## src/rtl/sbus_pkg.sv

```systemverilog
package sbus_pkg;

    // Header and data word geometry.
    localparam int unsigned DEV_W  = 3;
    localparam int unsigned IDX_W  = 5;
    localparam int unsigned WORD_W = 16;
    localparam int unsigned HDR_W  = DEV_W + 1 + IDX_W;
    localparam int unsigned LONG_W = (HDR_W > WORD_W) ? HDR_W : WORD_W;
    localparam int unsigned CNT_W  = $clog2(LONG_W);

    // Positions of the bus pins inside the synchronised vector.
    localparam int unsigned PIN_SEL = 0;
    localparam int unsigned PIN_CLK = 1;
    localparam int unsigned PIN_DAT = 2;
    localparam int unsigned PIN_N   = 3;

    typedef enum logic {
        PH_HDR  = 1'b0,
        PH_DATA = 1'b1
    } phase_e;

    // Field order is significant: device ID in the top bits.
    typedef struct packed {
        logic [DEV_W-1:0] dev;
        logic             rd;
        logic [IDX_W-1:0] idx;
    } hdr_t;

    typedef logic [CNT_W-1:0] cnt_t;

    function automatic cnt_t last_index(int unsigned width);
        return cnt_t'(width - 1);
    endfunction

endpackage

```

## src/rtl/sbus_sync.sv

```systemverilog
module sbus_sync #(
    parameter int unsigned   W       = 3,
    parameter int unsigned   STAGES  = 2,
    parameter logic [W-1:0]  RST_VAL = '0
) (
    input  logic         clk,
    input  logic         rst,
    input  logic [W-1:0] d,
    output logic [W-1:0] q
);
    localparam int unsigned CHAIN_W = W * STAGES;

    logic [CHAIN_W-1:0] chain;

    generate
        if (STAGES == 1) begin : g_single
            always_ff @(posedge clk) begin
                if (rst) chain <= RST_VAL;
                else     chain <= d;
            end
        end else begin : g_multi
            always_ff @(posedge clk) begin
                if (rst) chain <= {STAGES{RST_VAL}};
                else     chain <= {chain[CHAIN_W-W-1:0], d};
            end
        end
    endgenerate

    assign q = chain[CHAIN_W-1 -: W];

endmodule

```

## src/rtl/sbus_edge.sv

```systemverilog
module sbus_edge (
    input  logic clk,
    input  logic rst,
    input  logic lvl,
    output logic rise
);
    logic prev;

    always_ff @(posedge clk) begin
        if (rst) prev <= 1'b0;
        else     prev <= lvl;
    end

    assign rise = lvl & ~prev;

endmodule

```

## src/rtl/sbus_framer.sv

```systemverilog
module sbus_framer
    import sbus_pkg::*;
#(
    parameter logic [DEV_W-1:0] DEV_ADDR = 3'd1
) (
    input  logic              clk,
    input  logic              rst,
    input  logic              sel_act,
    input  logic              bit_rise,
    input  logic              din,
    input  logic [WORD_W-1:0] rdata,
    output logic              rd_stb,
    output logic              wr_stb,
    output logic [IDX_W-1:0]  idx,
    output logic [WORD_W-1:0] wdata,
    output logic              dout,
    output logic              doe
);
    phase_e            phase;
    cnt_t              cnt;
    logic [WORD_W-1:0] shreg;
    logic              hit;
    logic              is_rd;

    logic [WORD_W-1:0] shifted;
    hdr_t              hdr_now;
    logic              hdr_match;
    logic              cnt_done;

    assign shifted   = {shreg[WORD_W-2:0], din};
    assign hdr_now   = hdr_t'(shifted[HDR_W-1:0]);
    assign hdr_match = (hdr_now.dev == DEV_ADDR);
    assign cnt_done  = (cnt == '0);

    always_ff @(posedge clk) begin
        if (rst) begin
            phase  <= PH_HDR;
            cnt    <= last_index(HDR_W);
            shreg  <= '0;
            hit    <= 1'b0;
            is_rd  <= 1'b0;
            doe    <= 1'b0;
            dout   <= 1'b0;
            rd_stb <= 1'b0;
            wr_stb <= 1'b0;
            idx    <= '0;
            wdata  <= '0;
        end else begin
            rd_stb <= 1'b0;
            wr_stb <= 1'b0;
            if (!sel_act) begin
                // Deselected: park in the header phase.
                phase <= PH_HDR;
                cnt   <= last_index(HDR_W);
                shreg <= '0;
                hit   <= 1'b0;
                is_rd <= 1'b0;
                doe   <= 1'b0;
                dout  <= 1'b0;
            end else if (rd_stb) begin
                // Returned word is captured one cycle after the strobe.
                shreg <= rdata;
            end else if (bit_rise) begin
                unique case (phase)
                    PH_HDR: begin
                        doe  <= 1'b0;
                        dout <= 1'b0;
                        if (cnt_done) begin
                            phase  <= PH_DATA;
                            cnt    <= last_index(WORD_W);
                            shreg  <= '0;
                            hit    <= hdr_match;
                            is_rd  <= hdr_now.rd;
                            doe    <= hdr_match & hdr_now.rd;
                            rd_stb <= hdr_match & hdr_now.rd;
                            if (hdr_match) idx <= hdr_now.idx;
                        end else begin
                            cnt   <= cnt - 1'b1;
                            shreg <= shifted;
                        end
                    end
                    PH_DATA: begin
                        if (is_rd) begin
                            dout  <= shreg[WORD_W-1] & hit;
                            shreg <= shreg << 1;
                        end else begin
                            shreg <= shifted;
                        end
                        if (cnt_done) begin
                            phase <= PH_HDR;
                            cnt   <= last_index(HDR_W);
                            shreg <= '0;
                            if (hit && !is_rd) begin
                                wr_stb <= 1'b1;
                                wdata  <= shifted;
                            end
                        end else begin
                            cnt <= cnt - 1'b1;
                        end
                    end
                endcase
            end
        end
    end


    strobe_excl_chk: assert property (@(posedge clk) disable iff (rst)
        !(rd_stb && wr_stb));


    wr_pulse_chk: assert property (@(posedge clk) disable iff (rst)
        wr_stb |=> !wr_stb);


    wr_last_chk: assert property (@(posedge clk) disable iff (rst)
        wr_stb |-> (phase == PH_HDR) && $past(bit_rise));


    rd_doe_chk: assert property (@(posedge clk) disable iff (rst)
        rd_stb |-> doe && (phase == PH_DATA));


    doe_hit_chk: assert property (@(posedge clk) disable iff (rst)
        doe |-> hit && is_rd);


    doe_sel_chk: assert property (@(posedge clk) disable iff (rst)
        !sel_act |=> !doe && (phase == PH_HDR));


    hdr_cnt_chk: assert property (@(posedge clk) disable iff (rst)
        (phase == PH_HDR) |-> (cnt <= last_index(HDR_W)));

endmodule

```

## src/rtl/sbus_slave.sv

```systemverilog
module sbus_slave
    import sbus_pkg::*;
#(
    parameter logic [DEV_W-1:0] DEV_ADDR    = 3'd1,
    parameter int unsigned      SYNC_STAGES = 2
) (
    input  logic              clk,
    input  logic              rst,
    input  logic              bus_sel_n,
    input  logic              bus_clk,
    input  logic              bus_din,
    output logic              bus_dout,
    output logic              bus_doe,
    output logic              reg_rd,
    output logic              reg_wr,
    output logic [IDX_W-1:0]  reg_idx,
    output logic [WORD_W-1:0] reg_wdata,
    input  logic [WORD_W-1:0] reg_rdata
);
    localparam logic [PIN_N-1:0] PIN_IDLE = PIN_N'(1 << PIN_SEL);

    logic [PIN_N-1:0] pins_raw;
    logic [PIN_N-1:0] pins_s;
    logic             bit_rise;

    assign pins_raw[PIN_SEL] = bus_sel_n;
    assign pins_raw[PIN_CLK] = bus_clk;
    assign pins_raw[PIN_DAT] = bus_din;

    sbus_sync #(
        .W       (PIN_N),
        .STAGES  (SYNC_STAGES),
        .RST_VAL (PIN_IDLE)
    ) u_sync (
        .clk (clk),
        .rst (rst),
        .d   (pins_raw),
        .q   (pins_s)
    );

    sbus_edge u_edge (
        .clk  (clk),
        .rst  (rst),
        .lvl  (pins_s[PIN_CLK]),
        .rise (bit_rise)
    );

    sbus_framer #(
        .DEV_ADDR (DEV_ADDR)
    ) u_framer (
        .clk      (clk),
        .rst      (rst),
        .sel_act  (~pins_s[PIN_SEL]),
        .bit_rise (bit_rise),
        .din      (pins_s[PIN_DAT]),
        .rdata    (reg_rdata),
        .rd_stb   (reg_rd),
        .wr_stb   (reg_wr),
        .idx      (reg_idx),
        .wdata    (reg_wdata),
        .dout     (bus_dout),
        .doe      (bus_doe)
    );

endmodule

```

## config.mk

```make
export PLATFORM = sky130hd
export DESIGN_NAME = sbus_slave
export DESIGN_NICKNAME = d
export VERILOG_FILES = /design/src/rtl/sbus_pkg.sv /design/src/rtl/sbus_sync.sv /design/src/rtl/sbus_edge.sv /design/src/rtl/sbus_framer.sv /design/src/rtl/sbus_slave.sv
export SDC_FILE = /design/constraint.sdc
export NUM_CORES = 1
export LEC_CHECK = 0
export BUFFER_PORTS_ARGS = -buffer_cell sky130_fd_sc_hd__buf_2
export CORE_MARGIN = 4
export CORE_UTILIZATION = 45
export DETAILED_ROUTE_END_ITERATION = 6
export PLACE_DENSITY = 0.67
export SYNTH_ARGS = -nofsm -noshare
export SYNTH_HDL_FRONTEND = slang
export SYNTH_HIERARCHICAL = 1
export SYNTH_SLANG_ARGS = --single-unit
```

## constraint.sdc

```tcl
create_clock -name clk -period 4.5 [get_ports clk]
set_input_delay 0.9 -clock clk [delete_from_list [all_inputs] [get_ports clk]]
set_output_delay 0.9 -clock clk [all_outputs]
set_load 0.01 [all_outputs]
```

==> results.json, run 1 <==
{
  "arrival_ns": 2.61,
  "cts_tree": "yes",
  "status": "completed",
  "final_cell_mix": "dfxtp_1, buf_2, a21oi_1",
  "fin_cells": 367,
  "num_antenna_cells": 0,
  "clock_latency_ns": 0.30,
  "crit_chain": "nor2b_4 > nand2b_1 > nor3_4 > mux2i_1",
  "fillers": 516,
  "synth_area_leaders": "dfxtp_1, a21oi_1, nand2b_1",
  "synth_top_cell_by_area": "dfxtp_1",
  "clk_pin_slew_worst_paths_ns": 0.09,
  "htreeDepth": 2,
  "crit_start": "u_sync/chain[4]",
  "relSlewSlack_pct": 32.3,
  "sw_frac_of_total_pct": 20.6,
  "ys_seq_elements": 55,
  "grt_max_degree": 47,
  "critical-path-max-stage-delay_ns": 0.91,
  "yosys_warnings": 6,
  "port_buffers": 45,
  "clock_sinks": 55,
  "synth.avg_cell_area_um2": 9.05,
  "vias": 1949,
  "wl_per_cell_um": 14.5,
  "power_frac_clock_pct": 37.6,
  "crit_required_ns": 4.73,
  "yosys.cell_types.count": 34,
  "synth_top_area_share_pct": 45.4,
  "antenna_found_initial": 0,
  "tightest_slew_ns": 1.01,
  "ys.flop_type": "dfxtp_1",
  "dr.pass1.iters": 4,
  "dieWidth_um": 81.4,
  "timing.final.crit_share_pct": 52.8,
  "io_pins": 46,
  "die_h_um": 81.4,
  "clockRootBuffer": "clkbuf_8",
  "reg2reg_depth": 4,
  "power_density_nw_per_um2": 307,
  "finalClockSkew_ns": 0.00550,
  "row_count": 26,
  "netlist_instances": 268,
  "final_antenna_net_count": 0,
  "clock.fmax_mhz": 421,
  "synth_edf_count": 0,
  "p_comb_share_pct": 4.0,
  "finalSetupViolCount": 0,
  "p_sw_uw": 173,
  "final_hold_viol_count": 0,
  "gp_congestion": 0.735,
  "post-dp-hpwl_um": 3680,
  "place_inst": 360,
  "rsz0062_at_grt": "false",
  "place_area_um2": 2630,
  "hold_buffers": 0,
  "cp_max_fo": 20,
  "overflow": 0,
  "slowest_stage": "nor3_4",
  "wirelength_um": 5330,
  "intPower_uw": 667,
  "core_um2": 5170,
  "layout.nets": 319,
  "final_common_cell": "dfxtp_1",
  "vias_per_cell": 5.31,
  "hp-start": "u_sync/chain[0]",
  "start_util_pct": 46.9,
  "synth_fp_nets": 290,
  "critical_path.reg2reg.startpoint": "u_sync/chain[4]",
  "whs_path_depth": 1,
  "stdcell_area_um2": 2740,
  "p_leak_uw": 0.000968,
  "grt_pass1_wl_um": 8960,
  "synthArstFlopShare_pct": 0,
  "drc_errors": 0,
  "cp-end-kind": "flop",
  "syn_area_um2": 2420,
  "cts_resized": 0,
  "hold_class": "flop to flop",
  "peakVddDrop_mv": 0.143,
  "yosysSeqAreaShare_pct": 45.4,
  "drv_slew": 0,
  "power_uw": 840,
  "synthToLayoutAreaGrowth_pct": 13.0,
  "dieArea_um2": 6630,
  "grt_usage_pct": 17.4,
  "drtIter0Drc": 115,
  "grt_pass1_vias": 1916,
  "cts_setup_buffers": 0,
  "fin_tns_setup_ns": 0,
  "cap_violations": 0,
  "drive_gt1_share_pct": 19.5,
  "cts_buffer_depth": 2,
  "whs_ns": 0.421,
  "numCtsBuffers": 5,
  "fin_crit_ns": 2.38,
  "start_kind": "flop",
  "p_seq_share_pct": 58.4,
  "critical_path_class": "flop to flop"
}
==> kinds of logic after synthesis <==
family	Yosys count	synth area share (%)
flops	55	45.4
mux	16	6.60
compound gates	58	12.8
buf+inv	29	5.52
simple gates	109	29.1
fa+ha+maj	1	0.516
==> path summary, 6_finish.rpt <==
kind	slack (ns)	end
worst max register to register	2.12	u_framer/wdata[1]
worst min-delay path	0.42	u_sync/chain[3]
worst max-delay path	2.12	u_framer/wdata[1]
worst min register to register	0.42	u_sync/chain[3]
==> metrics by stage <==
stage,util [%],worst slack [ns]
final,53.0,2.12
after global routing,53.0,1.92
after CTS,53.0,2.11
after detailed placement,50.9,1.94
after global placement,50.9,1.98
after floorplan,-,2.76
==> registers in the layout, indices dropped and copies added, names as in the netlist, 4 cells and up <==
| signal | count |
|---|---|
| u_sync/chain | 6 |
| u_framer/idx | 5 |
| u_framer/shreg | 16 |
| u_framer/wdata | 16 |
| u_framer/cnt | 4 |
==> power groups by stage <==
stage          sequential (uW)  combinational [uW]  clock (uW)
4_1_cts                    491                34.1         327
5_1_grt                    491                37.7         341
6_report                   491                33.6         316
3_5_place_dp               502                34.0           0
3_3_place_gp               502                34.1           0
2_1_floorplan              501                22.2           0
==> critical path, delay by kind of cell, from the launching register on <==
family,cells,cell delay [ns]
DFF,1,0.34
muxes,1,0.28
and+or+nand+nor,3,1.67
==> metal layers <==
layer  vias to the layer above  global-route usage, %  wire [um]
met2                        44                   27.9       2430
met3                         5                   3.55        275
li1                        993                      -          -
met1                       907                   24.0       2580
met5                         -                      0          0
met4                         0                   4.05         50
==> cell usage after synthesis, types with 2 or more instances <==
cell type	number
dfxtp_1	55
buf_4	3
a21oi_1	44
buf_2	2
nand4_1	7
or3_1	3
inv_1	4
nor2b_1	6
o21ai_0	5
o31ai_1	5
or2_1	2
nand2b_1	34
nor3b_1	18
nor2b_4	2
mux2i_1	16
nor3_1	2
nand3_1	21
nand2_1	5
a31oi_1	2
clkbuf_1	18
==> final cells by class <==
type / count / area [um^2] / share of cell area [%]
inverters: 4 / 15.0 / 0.548
multi-input cells: 184 / 1190 / 43.4
flip-flops and latches: 55 / 1100 / 40.2
clock buffers: 5 / 68.8 / 2.51
repair buffers: 47 / 240 / 8.77
clock inverters: 2 / 37.5 / 1.37
well taps: 70 / 87.6 / 3.20
Power figures use the tool's default switching activity.
==> run 2: changes to the inputs <==
PLACE_DENSITY = 0.7   (was 0.67)
clock period = 2 ns   (was 4.5 ns; I/O delays follow)
==> results.json, run 2 (same netlist as run 1, synthesis figures left out) <==
{
  "hold_class": "input port to flop",
  "p_seq_share_pct": 61.7,
  "fillers": 509,
  "p_sw_uw": 405,
  "gp_congestion": 0.827,
  "final_antenna_net_count": 0,
  "intPower_uw": 1380,
  "crit_required_ns": 2.24,
  "start_util_pct": 46.9,
  "power_density_nw_per_um2": 640,
  "timing.final.crit_share_pct": 82.7,
  "post-dp-hpwl_um": 3730,
  "reg2reg_to": "u_framer/wdata[10]",
  "power_frac_clock_pct": 33.7,
  "cts_buffer_depth": 2,
  "hold_buffers": 0,
  "antenna_found_initial": 0,
  "die_h_um": 81.4,
  "critical_path_class": "flop to flop",
  "dr.pass1.iters": 4,
  "clock_latency_ns": 0.31,
  "overflow": 0,
  "status": "completed",
  "vias": 1988,
  "final_hold_viol_count": 0,
  "grt_max_degree": 46,
  "cts_resized": 0,
  "crit_start": "u_framer/cnt[0]",
  "reg2reg_depth": 6,
  "grt_usage_pct": 16.8,
  "dieWidth_um": 81.4,
  "start_kind": "flop",
  "row_count": 26,
  "drc_errors": 0,
  "r2r_slack_ns": 0.35,
  "fin_crit_ns": 1.65,
  "cp-endpoint": "u_framer/wdata[10]",
  "critical_path.reg2reg.startpoint": "u_framer/cnt[0]",
  "io_pins": 46,
  "p_leak_uw": 0.00100,
  "numCtsBuffers": 5,
  "port_buffers": 45,
  "final_common_cell": "dfxtp_1",
  "relSlewSlack_pct": 54.4,
  "power_uw": 1790,
  "cap_violations": 0,
  "finalClockSkew_ns": 0.00859,
  "wl_per_cell_um": 14.0,
  "htreeDepth": 2,
  "num_antenna_cells": 0,
  "drive_gt1_share_pct": 21.9,
  "clock_sinks": 55,
  "worst_slack_ns": 0.346,
  "drv_slew": 0,
  "clockRootBuffer": "clkbuf_8",
  "p_comb_share_pct": 4.5,
  "synthToLayoutAreaGrowth_pct": 15.3,
  "clock.fmax_mhz": 605,
  "grt_pass1_wl_um": 8580,
  "cts_setup_buffers": 0,
  "finalCoreUtilization_pct": 54.0,
  "finalSetupViolCount": 0,
  "tightest_slew_ns": 0.675,
  "clk_pin_slew_worst_paths_ns": 0.10,
  "vias_per_cell": 5.29,
  "wirelength_um": 5260,
  "top_regs": "u_framer/shreg x16, u_framer/wdata x16, u_sync/chain x6",
  "final_cell_mix": "dfxtp_1, buf_2, a21oi_1",
  "fin_tns_setup_ns": 0,
  "core_um2": 5170,
  "rsz0062_at_grt": "false",
  "sw_frac_of_total_pct": 22.6,
  "dieArea_um2": 6630,
  "grt_pass1_vias": 1863,
  "drtIter0Drc": 77,
  "peakVddDrop_mv": 0.281,
  "layout.nets": 327,
  "cp-end-kind": "flop",
  "pre_cts_ws_ns": 0.368,
  "cp_max_fo": 16,
  "arrival_ns": 1.90,
  "cts_tree": "yes"
}
==> run 2: cell type report <==
class / count / area (um^2) / area share, %
sequential: 55 / 1100 / 39.4
inverter: 4 / 15.0 / 0.537
clock inverter: 3 / 20.0 / 0.716
timing repair buffer: 55 / 313 / 11.2
multi-input combinational: 184 / 1190 / 42.6
tap: 70 / 87.6 / 3.13
clock buffer: 5 / 68.8 / 2.46
==> run 2: layer usage <==
metal | share of wire, % | routed length (um) | track usage (%)
met3 | 4.9 | 259 | 2.88
met5 | 0 | 0 | 0
met2 | 44 | 2310 | 26.3
met1 | 49 | 2590 | 22.8
met4 | 1.8 | 95 | 7.09
==> run 2: how the worst min path moves through the flow <==
stage	from	to	slack (ns)	depth (start not counted)
after CTS	bus_sel_n	u_sync/chain[0]	0.26	2
after global placement	u_sync/chain[0]	u_sync/chain[3]	0.39	1
after global routing	bus_sel_n	u_sync/chain[0]	0.27	2
after floorplan	u_sync/chain[0]	u_sync/chain[3]	0.38	1
final	bus_sel_n	u_sync/chain[0]	0.27	2
after detailed placement	u_sync/chain[0]	u_sync/chain[3]	0.40	1
==> run 2: critical path, cell delays in order (launching register included) <==
cell	delay, ns
dfxtp_1	0.33
inv_1	0.07
ha_1	0.19
or3b_4	0.41
nor3_4	0.20
buf_12	0.19
mux2i_1	0.19
==> run 2: power by group through the flow <==
stage | logic (uW) | registers (uW) | clock network [uW]
floorplan | 50.0 | 1130 | 0
global placement | 81.5 | 1130 | 0
detailed placement | 81.1 | 1130 | 0
CTS | 81.3 | 1100 | 623
global route | 88.7 | 1100 | 667
finish | 81.0 | 1100 | 603
==> run 2: stage by stage <==
stage	instances	instance area [um^2]	hold slack (ns)
final	376	2800	0.268
after global routing	376	2800	0.271
after CTS	376	2800	0.261
after detailed placement	368	2710	0.403
after global placement	368	2710	0.386
after floorplan	268	2420	0.383
==> run 3: changes to the inputs <==
ABC_AREA = 1   (was unset)
clock period = 1.4 ns   (was 2 ns; I/O delays follow)
==> results.json, run 3 <==
{
  "yosys.cell_types.count": 23,
  "wirelength_um": 5170,
  "finalSetupViolCount": 0,
  "dieWidth_um": 79.6,
  "fin_tns_setup_ns": 0,
  "synth_top_cell_by_area": "dfxtp_1",
  "overflow": 0,
  "critical-path-max-stage-delay_ns": 0.33,
  "fillers": 457,
  "numCtsBuffers": 5,
  "clock.fmax_mhz": 766,
  "cap_violations": 0,
  "fin_cells": 439,
  "final_hold_viol_count": 0,
  "final_antenna_net_count": 0,
  "drive_gt1_share_pct": 25.8,
  "core_um2": 4850,
  "synth.avg_cell_area_um2": 7.36,
  "synthTopCellsByCount": "nand2_1, dfxtp_1, nor2_1",
  "top_regs": "u_framer/shreg x16, u_framer/wdata x16, u_sync/chain x6",
  "cts_setup_buffers": 0,
  "final_common_cell": "nand2_1",
  "multi_input_area_um2": 983,
  "synth_fp_nets": 335,
  "seqCellArea_um2": 1100,
  "synth_top_area_share_pct": 47.8,
  "vias": 2085,
  "row_count": 25,
  "synthArstFlopShare_pct": 0,
  "critical-path-top-delay-family": "simple AND/OR/NAND/NOR gates",
  "start_util_pct": 47.5,
  "drc_errors": 0,
  "cp_max_fo": 16,
  "clk_pin_slew_worst_paths_ns": 0.10,
  "place_inst": 431,
  "die_h_um": 79.6,
  "cts_buffer_depth": 2,
  "layout.nets": 393,
  "final_cell_mix": "nand2_1, dfxtp_1, nor2_1",
  "netlist_instances": 313,
  "finalCoreUtilization_pct": 59.0,
  "path_buf_inv": 3,
  "grt_pass1_wl_um": 9070,
  "antenna_found_initial": 0,
  "finalClockSkew_ns": 0.00895,
  "yosysMostFrequentCell": "nand2_1",
  "htreeDepth": 2,
  "grt_max_degree": 22,
  "io_pins": 46,
  "vias_per_cell": 4.75,
  "synth_area_leaders": "dfxtp_1, nand2_1, nor2_1",
  "gp_congestion": 0.848,
  "pre_cts_ws_ns": -0.0815,
  "yosysSeqAreaShare_pct": 47.8,
  "ys.flop_type": "dfxtp_1",
  "arrival_ns": 1.54,
  "yosys_warnings": 6,
  "status": "completed",
  "clock_latency_ns": 0.30,
  "clockRootBuffer": "clkbuf_8",
  "slowest_stage": "dfxtp_1",
  "power_density_nw_per_um2": 917,
  "crit_top_cell": "nor2_1",
  "ys_seq_elements": 55,
  "post-dp-hpwl_um": 3770,
  "p_leak_uw": 0.00119,
  "peakVddDrop_mv": 0.677,
  "wl_per_cell_um": 11.8,
  "num_antenna_cells": 0,
  "crit_chain": "inv_2 > ha_2 > buf_4 > nand3_2 > nor2_4 > buf_12 > nor2_1 > nor2_1",
  "syn_area_um2": 2300,
  "start_kind": "flop",
  "grt_pass1_vias": 1965,
  "tightest_slew_ns": 0.260,
  "power_uw": 2620,
  "cts_tree": "yes",
  "synthToLayoutAreaGrowth_pct": 24.0,
  "fin_crit_ns": 1.31,
  "hold_class": "input port to flop",
  "dr.pass1.iters": 5,
  "port_buffers": 45,
  "clock_sinks": 55,
  "worst_slack_ns": 0.0939,
  "drv_slew": 0,
  "timing.final.crit_share_pct": 93.3,
  "critical_path_class": "flop to flop",
  "crit_required_ns": 1.63,
  "dieArea_um2": 6330,
  "synth_edf_count": 0,
  "grt_usage_pct": 18.0,
  "drtIter0Drc": 143,
  "rsz0062_at_grt": "false",
  "relSlewSlack_pct": 82.6,
  "cp-end-kind": "flop"
}
run 3: report_power, final:
part           internal (uW)  switching, uW  leakage, uW
clock network            407            506    0.0000484
registers               1570           2.96     0.000445
logic                   58.8           75.3     0.000696
run 3: worst min-delay path, stage by stage:
cell	delay, ns
buf_2	0.07
inv_1	0.03
nand2_1	0.04
run 3: metrics by stage:
step           hold slack [ns]  area (um^2)
2_1_floorplan            0.351         2300
3_3_place_gp             0.390         2730
3_5_place_dp             0.400         2730
4_1_cts                  0.141         2830
5_1_grt                  0.139         2860
6_report                 0.150         2860
run 3: timing repair:
item,in CTS,in global routing
gates resized for setup,3,13
pin swaps,0,1
hold buffers,0,0
hold endpoints to repair,0,0
setup endpoints to repair,21,36
run 3: path summary, 6_finish.rpt:
check,depth (start not counted),slack [ns],endpoint,start
max,8,0.09,u_framer/wdata[14],u_framer/cnt[0]
max reg2reg,8,0.09,u_framer/wdata[14],u_framer/cnt[0]
min reg2reg,2,0.41,u_sync/chain[4],u_sync/chain[1]
min,3,0.15,u_sync/chain[0],bus_sel_n
run 3: logic make-up after synthesis:
group                    count (synthesis)  share of synthesized area, %
AO/OA/AOI/OAI                           43                          11.0
buffers and inverters                   56                          11.0
adder cells (fa/ha/maj)                  1                         0.543
flip-flops                              55                          47.8
AND/OR/NAND/NOR                        158                          29.7
run 3: metal layers:
layer | wire length (um) | vias up | global-route usage (%)
met5 | 0 | - | 0
met4 | 42 | 0 | 4.64
met3 | 325 | 4 | 4.29
met2 | 2440 | 59 | 28.9
met1 | 2360 | 919 | 24.2
li1 | - | 1103 | -
run 3: area by class of cell:
class / instances / area share (%)
clock inverter: 1 / 0.306
timing repair buffer: 67 / 15.5
tap: 67 / 2.93
clock buffer: 7 / 3.02
multi-input combinational: 202 / 34.4
inverter: 40 / 5.25
sequential: 55 / 38.6
